[src/rtl/bhp_pkg.sv]
package bhp_pkg;

  // Agreement counter codes; bit 1 set means "hint has been wrong"
  typedef enum logic [1:0] {
    CTR_AGREE_STRONG = 2'd0,
    CTR_AGREE_WEAK   = 2'd1,
    CTR_DIS_WEAK     = 2'd2,
    CTR_DIS_STRONG   = 2'd3
  } agree_ctr_t;

  function automatic logic [1:0] ctr_step(input logic [1:0] cur, input logic hint_wrong);
    logic [1:0] nxt;
    nxt = cur;
    if (hint_wrong) begin
      if (cur != CTR_DIS_STRONG) nxt = cur + 2'd1;
    end else begin
      if (cur != CTR_AGREE_STRONG) nxt = cur - 2'd1;
    end
    return nxt;
  endfunction

  function automatic logic ctr_disagrees(input logic [1:0] cur);
    return cur[1];
  endfunction

endpackage

[src/rtl/bhp_index.sv]
module bhp_index #(
  parameter int ADDR_W  = 32,
  parameter int IDX_W   = 6,
  parameter int IDX_LSB = 2
) (
  input  logic [ADDR_W-1:0] addr,
  output logic [IDX_W-1:0]  idx
);
  // Only the word-address slice selects an entry; the rest is left unused
  logic unused_addr_bits;
  assign unused_addr_bits = ^addr;
  assign idx = addr[IDX_LSB +: IDX_W];
endmodule

[src/rtl/bhp_table.sv]
module bhp_table #(
  parameter int ENTRIES = 64,
  localparam int IDX_W  = $clog2(ENTRIES)
) (
  input  logic             clk,
  input  logic             rst,
  input  logic [IDX_W-1:0] rd_idx,
  output logic [1:0]       rd_ctr,
  input  logic             wr_en,
  input  logic [IDX_W-1:0] wr_idx,
  input  logic             wr_hint_wrong
);
  import bhp_pkg::*;

  logic [ENTRIES-1:0][1:0] ctr_q;

  for (genvar e = 0; e < ENTRIES; e++) begin : g_entry
    logic hit;
    assign hit = wr_en && (wr_idx == IDX_W'(e));
    always_ff @(posedge clk) begin
      if (rst)      ctr_q[e] <= CTR_AGREE_STRONG;
      else if (hit) ctr_q[e] <= ctr_step(ctr_q[e], wr_hint_wrong);
    end
  end

  // Combinational read sees the registered value, i.e. before any same-cycle write
  assign rd_ctr = ctr_q[rd_idx];
endmodule

[src/rtl/bhp_resp.sv]
module bhp_resp (
  input  logic clk,
  input  logic rst,
  input  logic in_valid,
  output logic in_ready,
  input  logic in_taken,
  output logic out_valid,
  input  logic out_ready,
  output logic out_taken
);
  logic valid_q;
  logic taken_q;

  assign in_ready = !valid_q || out_ready;

  always_ff @(posedge clk) begin
    if (rst) begin
      valid_q <= 1'b0;
      taken_q <= 1'b0;
    end else if (in_valid && in_ready) begin
      valid_q <= 1'b1;
      taken_q <= in_taken;
    end else if (out_ready) begin
      valid_q <= 1'b0;
    end
  end

  assign out_valid = valid_q;
  assign out_taken = taken_q;
endmodule

[src/rtl/hint_override_bpred.sv]
module hint_override_bpred #(
  parameter int ADDR_W  = 32,
  parameter int ENTRIES = 64,
  parameter int IDX_LSB = 2
) (
  input  logic              clk,
  input  logic              rst,
  input  logic              req_valid,
  output logic              req_ready,
  input  logic [ADDR_W-1:0] req_addr,
  input  logic              req_hint,
  output logic              resp_valid,
  input  logic              resp_ready,
  output logic              resp_taken,
  input  logic              upd_valid,
  output logic              upd_ready,
  input  logic [ADDR_W-1:0] upd_addr,
  input  logic              upd_hint,
  input  logic              upd_taken
);
  import bhp_pkg::*;

  localparam int IDX_W = $clog2(ENTRIES);

  logic [IDX_W-1:0] rd_idx;
  logic [IDX_W-1:0] wr_idx;
  logic [1:0]       rd_ctr;
  logic             pred_dir;
  logic             rst_seen_q;

  bhp_index #(.ADDR_W(ADDR_W), .IDX_W(IDX_W), .IDX_LSB(IDX_LSB)) u_ridx (
    .addr(req_addr), .idx(rd_idx)
  );

  bhp_index #(.ADDR_W(ADDR_W), .IDX_W(IDX_W), .IDX_LSB(IDX_LSB)) u_widx (
    .addr(upd_addr), .idx(wr_idx)
  );

  bhp_table #(.ENTRIES(ENTRIES)) u_table (
    .clk           (clk),
    .rst           (rst),
    .rd_idx        (rd_idx),
    .rd_ctr        (rd_ctr),
    .wr_en         (upd_valid && upd_ready),
    .wr_idx        (wr_idx),
    .wr_hint_wrong (upd_hint ^ upd_taken)
  );

  // Final direction: static hint flipped when the hint has been losing
  assign pred_dir = req_hint ^ ctr_disagrees(rd_ctr);

  bhp_resp u_resp (
    .clk       (clk),
    .rst       (rst),
    .in_valid  (req_valid),
    .in_ready  (req_ready),
    .in_taken  (pred_dir),
    .out_valid (resp_valid),
    .out_ready (resp_ready),
    .out_taken (resp_taken)
  );

  // Training channel is always open once out of reset
  always_ff @(posedge clk) begin
    if (rst) rst_seen_q <= 1'b0;
    else     rst_seen_q <= 1'b1;
  end
  assign upd_ready = rst_seen_q || !rst;
endmodule

[config.mk]
export PLATFORM = sky130hd
export DESIGN_NAME = hint_override_bpred
export DESIGN_NICKNAME = d
export VERILOG_FILES = /design/src/rtl/bhp_pkg.sv /design/src/rtl/bhp_index.sv /design/src/rtl/bhp_table.sv /design/src/rtl/bhp_resp.sv /design/src/rtl/hint_override_bpred.sv
export SDC_FILE = /design/constraint.sdc
export NUM_CORES = 1
export LEC_CHECK = 0
export CAP_MARGIN = 20
export CORE_MARGIN = 2
export CORE_UTILIZATION = 31
export DETAILED_ROUTE_END_ITERATION = 8
export PLACE_DENSITY = 0.47
export SYNTH_ARGS = -nofsm -noshare
export SYNTH_HDL_FRONTEND = slang
export SYNTH_HIERARCHICAL = 1
export SYNTH_SLANG_ARGS = --single-unit
[constraint.sdc]
create_clock -name clk -period 3 [get_ports clk]
set_clock_uncertainty 0.1 [all_clocks]
set_input_delay 0.45 -clock clk [delete_from_list [all_inputs] [get_ports clk]]
set_output_delay 0.45 -clock clk [all_outputs]
set_load 0.01 [all_outputs]
# Word level (Yosys, flattened, before mapping)
# Index checks and enable logic that the tools add are counted.
[totals] wordCells=850 register_bits=131
[op_classes] n_eq_ne=191 n_addsub=128 muxes=197 reduce_logical=264 order_cmp=1 n_bitwise=2
[ops] op="2-bit two-way mux" n=193
[ops] op="2-bit nonzero test" n=129
[ops] op="2-bit inequality test, second input constant" n=128
[ops] op="6-bit equality test, second input constant" n=32
[ops] op="3-bit AND reduction" n=64
[ops] op="2-bit by 1-bit adder with 2-bit output, second input constant" n=64
[ops] op="2-bit by 1-bit subtractor with 2-bit output, second input constant" n=64
[ops] op="6-bit by 5-bit equality test with 1-bit output, second input constant" n=16
[ops] op="1-bit logical AND" n=66
[ops] op="6-bit by 4-bit equality test with 1-bit output, second input constant" n=8
[ops] op="6-bit by 3-bit equality test with 1-bit output, second input constant" n=4
[ops] op="2-bit binary-select mux with 6-bit select" n=1
[ops] op="6-bit by 2-bit equality test with 1-bit output, second input constant" n=2
[ops] op="6-bit by 7-bit < comparator with 1-bit output, second input constant" n=1
[ops] op="6-bit by 1-bit equality test with 1-bit output, second input constant" n=1
[ops] op="6-bit logical NOT" n=1
[ops] op="1-bit two-way mux" n=3
[ops] op="1-bit logical NOT" n=2
[ops] op="1-bit logical OR" n=2
[ops] op="1-bit XOR" n=2

# Longest topological paths before layout
# Gate-level depths: netlist of run 1.
[logic_depth] word_depth=5 mapped_depth=11 ltp_nobuf=7

# Hierarchy
# Netlist of run 1, hierarchy kept.
[modules_own_cells] module="bhp_table" area_per_inst_um2=7957.6 cells_per_inst=987 n_inst=1
[modules_own_cells] module="bhp_index" area_per_inst_um2=45.0 cells_per_inst=6 n_inst=2
[modules_own_cells] module="bhp_resp" area_per_inst_um2=86.3 cells_per_inst=8 n_inst=1
[modules_own_cells] module="hint_override_bpred" area_per_inst_um2=63.8 cells_per_inst=6 n_inst=1

# Worst setup path after synthesis of run 1
# OpenSTA, ideal clock, no wires.
[synth_timing] path_kind="input to register" start="input port req_addr[4]" end="register u_resp.taken_q (netlist: u_resp/out_taken)" stages=10 n_path_buf=3 slack_ns=0.601 arrival_time_ns=2.233 setup_ns=0.066 cell_sequence="buf_4 > buf_2 > clkbuf_1 > mux4_2 > a22oi_1 > o311ai_1 > a32o_1 > xor2_1 > nand3_1 > a21oi_2"
[synth_between] elab_chain_len=3
[synth_lines] element="start, declared" line="hint_override_bpred.sv:10" text="input logic [ADDR_W-1:0] req_addr,"
[synth_lines] element="2-bit binary-select mux with 6-bit select" line="bhp_table.sv:27" text="assign rd_ctr = ctr_q[rd_idx];"
[synth_lines] element="2-bit two-way mux (implied by the code)" line="bhp_table.sv:27"
[synth_lines] element="net rd_ctr[1]" line="hint_override_bpred.sv:27" text="logic [1:0] rd_ctr;"
[synth_lines] element="1-bit XOR" line="hint_override_bpred.sv:50" text="assign pred_dir = req_hint ^ ctr_disagrees(rd_ctr);"
[synth_lines] element="net pred_dir" line="hint_override_bpred.sv:28" text="logic pred_dir;"
[synth_lines] element="end signal, assigned" line="bhp_resp.sv:22" text="taken_q <= in_taken;"
[synth_lines] element="end, declared" line="bhp_resp.sv:12" text="logic taken_q;"
# The timed path passes the listed nets, and every way through them passes these cells. The select of a mux whose other input is x is not followed.
# A chain may end at the register's enable or synchronous reset.

# Worst setup path in the final report of run 1
[layout_timing] start="input port req_addr[2]" end="register u_resp.taken_q (netlist: u_resp/out_taken)"
# The elaborated chain is that of the path after synthesis.

==> metrics, run 1 <==
setup TNS=0 ns; total die area=0.0262 mm²; placed cell area=0.00822 mm²; DP Cell Count=1249; Clk Latency, worst-skew pair=about 0.42 ns; Worst Setup End Kind=register; P_leak=0.00279 µW; Hold Path Class=register to register; clk slew on worst S/H paths=0.06 ns; Worst Path Required=3.17 ns; Row Count=57; hold slack final=0.383 ns; initial DRC count=555; CTS sink cnt=131; crit path max fanout=17; Post-Syn Nets=~1100; cts hold-fix bufs=0; pwr dens=between 400 and 500 mW/mm²; DRC=0; Max Clock Freq=400 MHz; CP arrival=about 2.7 ns; Setup crit start kind=primary input; Slowest-stage cell, CP=mux4_2; switch share=a little over a quarter; Post-Layout Inst Area=~0.0088 mm²; first-pass GRT wire length=35.8 mm; largest net degree at the start of global routing=78; Vias/cell=5.63; RD Place Congestion=roughly 0.76; vias after detailed routing=7212; slowest cell delay on critical path=around 0.52 ns; Max VDD drop=288 µV; CTS HTree Levels=4; port bufs=23; postcts setup bufs=0; clock power share=around half; Final min period=2.50 ns; max cap viols=0; syn avg cell area=7.88 µm²; # setup viols final=0; Max-slew headroom=a little under two fifths; HPWL after DPL=between 10 and 15 mm; vias in the first global route=6282; internal power of the cells=3130 µW; initial antenna violation count=0; Net Switching=1110 µW; fin cells=1281; core area=0.0244 mm²; sequential share of power=41.3%; Ys Warns=6; clk buf depth=2; drt wl/cell=17.7 µm; worst-path cell chain=clkdlybuf4s50_1 -> buf_12 -> mux4_2 -> a22oi_1 -> nand4b_1 -> a32o_1 -> xor2_1 -> nand3_1 -> a21oi_2; Logic pwr share=9.2%; status=completed; Die H=around 160 µm; Antenna Nets Post-Route=0; Die X=162 µm; Final Slew Violations=0; GRT Residual Overflow=0; Boundary Pins=76; All-Layer GR Usage=17.3%; RSZ-0062 raised after global routing=no; synth-to-layout area growth=14.0%; Worst Max-Slew Pin Slew=0.932 ns; DRT Pass-1 Iters=4; CTS tree=built; fin crit share=83.3%; total CTS buffers=17; Post-Synthesis Cell Area=0.00772 mm²; share of layout cells above drive strength 1=12.3%; # fillers=2563; post-CTS sizing=0; final hold violations=0; n_diodes=0; initial core utilization=31.7%; cell count after synthesis=980; Final nets=1016; routed wire length=roughly 23 mm; crit path kind=primary input to register; CTS root buffer=clkbuf_16
==> power groups by stage <==
| stage | Sequential (µW) | Combinational, µW | Clock (µW) |
|---|---|---|---|
| 6_report | 1750 | 391 | 2100 |
| 4_1_cts | 1750 | 391 | 2150 |
| 3_3_place_gp | 1790 | 391 | 0 |
| 2_1_floorplan | 1790 | 246 | 0 |
| 3_5_place_dp | 1790 | 390 | 0 |
| 5_1_grt | 1750 | 419 | 2230 |
==> worst max-delay path: cells and delay by family <==
family / cells / cell delay, ns
xor+xnor: 1 / 0.17
buf+inv: 2 / 0.68
compound gates: 3 / 0.59
simple gates: 2 / 0.24
mux: 1 / 0.52
==> final timing paths <==
path	start	endpoint	slack (ns)	cells past startpoint
setup / recovery	req_addr[2]	u_resp/out_taken$_SDFFE_PP0P_	0.50	9
hold / removal	u_table/ctr_q[89]$_SDFFE_PP0P_	u_table/ctr_q[88]$_SDFFE_PP0P_	0.38	2
setup reg to reg	u_table/ctr_q[95]$_SDFFE_PP0P_	u_resp/out_taken$_SDFFE_PP0P_	0.91	7
hold reg to reg	u_table/ctr_q[89]$_SDFFE_PP0P_	u_table/ctr_q[88]$_SDFFE_PP0P_	0.38	2
==> stage by stage <==
step | power (µW) | util, % | setup WS, ns
CTS | 4290 | 36.1 | 0.512
finish | 4240 | 36.1 | 0.502
detailed placement | 2180 | 33.7 | 0.0625
global placement | 2180 | 33.7 | 0.0646
global route | 4400 | 36.1 | 0.455
floorplan | 2030 | - | 0.745
==> state kept, by name, summed over array words and instances, names as in the netlist <==
register	count
rst_seen_q	1
u_resp/out_taken	1
u_resp/out_valid	1
u_table/ctr_q	128
==> final cells by class <==
cell class                      instances  area (µm²)  share of cell area [%]
Inverter                                3        11.3                   0.128
Sequential cell                       131        2620                    29.8
Tap cell                              324         405                    4.60
Clock buffer                           19         453                    5.14
Clock inverter                         13         135                    1.53
Multi-Input combinational cell        734        4600                    52.2
Timing Repair Buffer                   57         583                    6.62
==> per-layer routing <==
metal	vias to the layer above	GRT usage, %	routed length, µm
met4	0	4.67	225
li1	3587	-	-
met5	-	0	0
met2	128	25.6	9940
met1	3480	25.7	11700
met3	17	3.09	843
==> cells in the final DEF, fill, tap and decap left out, types with 3 or more instances in the layout <==
cell,count
dfxtp_1,131
a21oi_1,129
nand2_1,129
o21ai_0,117
o31ai_1,110
nand3_1,67
and3_1,65
buf_4,27
clkdlybuf4s50_1,22
o31ai_2,18
clkbuf_16,17
mux4_2,15
o21ai_1,12
buf_12,8
nand4bb_1,6
and4bb_2,6
clkinvlp_4,5
nand4b_1,5
clkinv_2,4
nor2b_1,4
nand3b_1,4
and4b_1,4
or4b_1,4
nor4b_2,4
inv_1,3
nor2_1,3
nand2b_1,3
a22oi_1,3
(Power assumes the default switching activity.)
==> run 2, diff against run 1 <==
clock period = 2.4 ns   (was 3 ns; I/O delays follow)
==> run 2 against run 1 <==
Critical path depth increased by 1. Final cell count increased by 1.7%. Sequential power increased by 25%. Worst hold slack worse by 0.0042 ns. Routed wire length up 4.3%.
==> metrics, run 2 (synthesized netlist as in run 1, its figures left out) <==
Slowest-stage cell, CP=clkdlybuf4s50_1; Boundary Pins=76 (unchanged); initial antenna violation count=0 (unchanged); fin crit share=between 90% and 100%; # fillers=2552 (-0.43%); status=completed; Max-slew headroom=56.8% (+19 points); RD Place Congestion=0.739 (-2.9%); P_leak=0.00292 µW (+4.8%); Row Count=57 (unchanged); CTS sink cnt=131 (unchanged); crit path kind=primary input to register; DRC=0 (unchanged); Net Switching=1400 µW (+26%); initial core utilization=31.7% (unchanged); sequential share of power=42.5% (+1.2 points); Reg-to-Reg Start=u_table/ctr_q[95]$_SDFFE_PP0P_; total die area=0.0262 mm² (unchanged); Worst Max-Slew Pin Slew=0.648 ns (-0.284 ns); slowest cell delay on critical path=0.46 ns (-0.06 ns); largest net degree at the start of global routing=132 (+69%); R2R Setup Slk=0.34 ns (-0.57 ns); placed cell area=0.00850 mm² (+3.4%); Clk Latency, worst-skew pair=0.42 ns (about the same); Max VDD drop=351 µV (+22%); cts hold-fix bufs=0 (unchanged); All-Layer GR Usage=18.2% (+0.93 points); total CTS buffers=17 (unchanged); Final nets=1037 (+2.1%); max cap viols=0 (unchanged); multi-input logic area=0.00460 mm² (+0.16%); vias in the first global route=6554 (+4.3%); Post-Layout Inst Area=0.00908 mm² (+3.1%); commonest non-fill, non-tap cells in the layout=131 x dfxtp_1, 129 x a21oi_1, 129 x nand2_1; Reg area=0.00262 mm² (unchanged); CTS tree=built; first-pass GRT wire length=37.6 mm (+5.0%); RSZ-0062 raised after global routing=no; initial DRC count=663 (+19%); switch share=27.2% (+1.0 points); HPWL after DPL=14.3 mm (+4.9%); clock power share=46.8% (-2.7 points); Setup crit end=u_resp/out_taken$_SDFFE_PP0P_; pwr dens=567 mW/mm² (+18%); fin cells=1303 (+1.7%); Biggest register=u_table/ctr_q; Worst Setup End Kind=register; crit path max fanout=12 (-5); drt wl/cell=18.2 µm (+2.5%); # setup viols final=0 (unchanged); clk buf depth=2 (unchanged); Final Slew Violations=0 (unchanged); Worst Path Required=2.59 ns (-0.58 ns); synth-to-layout area growth=17.5%; routed wire length=23.7 mm (+4.3%); Hold Path Class=register to register; core area=0.0244 mm² (unchanged); vias after detailed routing=7342 (+1.8%); CTS root buffer=clkbuf_16; path depth of the worst reg2reg path=7 (unchanged); Setup crit start kind=primary input; internal power of the cells=3750 µW (+20%); max reg flops=128 (unchanged); worst-path cell chain=clkdlybuf4s50_1 -> buf_4 -> buf_4 -> mux4_2 -> a22oi_1 -> nand4b_1 -> a32o_2 -> xor2_1 -> nand3_1 -> a21oi_2; share of layout cells above drive strength 1=14.4% (+2.1 points); Die X=162 µm (unchanged); setup TNS=0 ns (unchanged); port bufs=23 (unchanged); Critical Path Start=req_addr[3]; clk slew on worst S/H paths=0.06 ns (about the same); commonest non-fill, non-tap cell in the layout=dfxtp_1; final hold violations=0 (unchanged); GRT Residual Overflow=0 (unchanged); Max Clock Freq=440 MHz; crit-path most repeated cell=buf_4; CTS HTree Levels=4 (unchanged); CP arrival=2.46 ns (-0.21 ns); Vias/cell=5.63 (about the same); Worst Slack Setup Final=0.126 ns (-0.376 ns); Antenna Nets Post-Route=0 (unchanged); Logic pwr share=10.7% (+1.5 points); Final min period=2.27 ns; DRT Pass-1 Iters=5 (+1); DP Cell Count=1268 (+1.5%); Die H=162 µm (unchanged); Post-Place Worst Slack=-0.350 ns (-0.413 ns); reg2reg end=u_resp/out_taken$_SDFFE_PP0P_
run 2: cell count changes in the layout (fill, tap and decap cells not counted), sizes merged:
cell	delta
buf	+21
bufinv	-2
clkinv	+1
clkinvlp	+1
diode	+1
run 2: layout make-up:
class,count,share of cell area (%)
clock inverter,13,0.965
multi-input combinational,734,50.7
timing repair buffer,78,9.81
sequential,131,28.9
tap,324,4.47
inverter,3,0.124
clock buffer,19,4.99
antenna,1,0.0276
run 2: metrics by stage:
stage	utilization (%)	total power [µW]	hold slack (ns)
CTS	37.1	5190	0.382
finish	37.2	5150	0.379
global route	37.2	5340	0.404
global placement	34.8	2780	0.382
detailed placement	34.8	2780	0.377
floorplan	-	2540	0.317
run 2: critical path: cells and delay by family:
family / cells / cell delay [ns]
mux: 1 / 0.32
simple gates: 2 / 0.22
buf+inv: 3 / 0.83
xor+xnor: 1 / 0.16
compound gates: 3 / 0.57
run 2: power groups by stage:
stage	clock [µW]	combinational (µW)	sequential, µW
finish	2410	548	2190
global route	2560	586	2190
CTS	2460	543	2190
detailed placement	0	542	2240
global placement	0	543	2240
floorplan	0	308	2240
run 2: how the worst min path moves through the flow:
stage	start	to	slack, ns	cells past startpoint
2_1_floorplan	rst	rst_seen_q$_DFF_P_	0.32	1
3_3_place_gp	u_table/ctr_q[13]$_SDFFE_PP0P_	u_table/ctr_q[12]$_SDFFE_PP0P_	0.38	2
3_5_place_dp	u_table/ctr_q[13]$_SDFFE_PP0P_	u_table/ctr_q[12]$_SDFFE_PP0P_	0.38	2
4_1_cts	u_table/ctr_q[13]$_SDFFE_PP0P_	u_table/ctr_q[12]$_SDFFE_PP0P_	0.38	2
5_1_grt	u_table/ctr_q[13]$_SDFFE_PP0P_	u_table/ctr_q[12]$_SDFFE_PP0P_	0.40	2
6_report	u_table/ctr_q[13]$_SDFFE_PP0P_	u_table/ctr_q[12]$_SDFFE_PP0P_	0.38	2
run 2: metal layers:
| metal | up-vias | track usage [%] | wire length [µm] |
|---|---|---|---|
| li1 | 3640 | - | - |
| met1 | 3515 | 27.4 | 12100 |
| met2 | 179 | 27.3 | 10500 |
| met3 | 8 | 2.73 | 972 |
| met4 | 0 | 4.26 | 144 |
| met5 | - | 0 | 0 |
run 2: timing repair:
action | in CTS | in global routing
setup buffers | 0 | 2
setup endpoints to repair | 0 | 1
gates resized for setup | 0 | 2
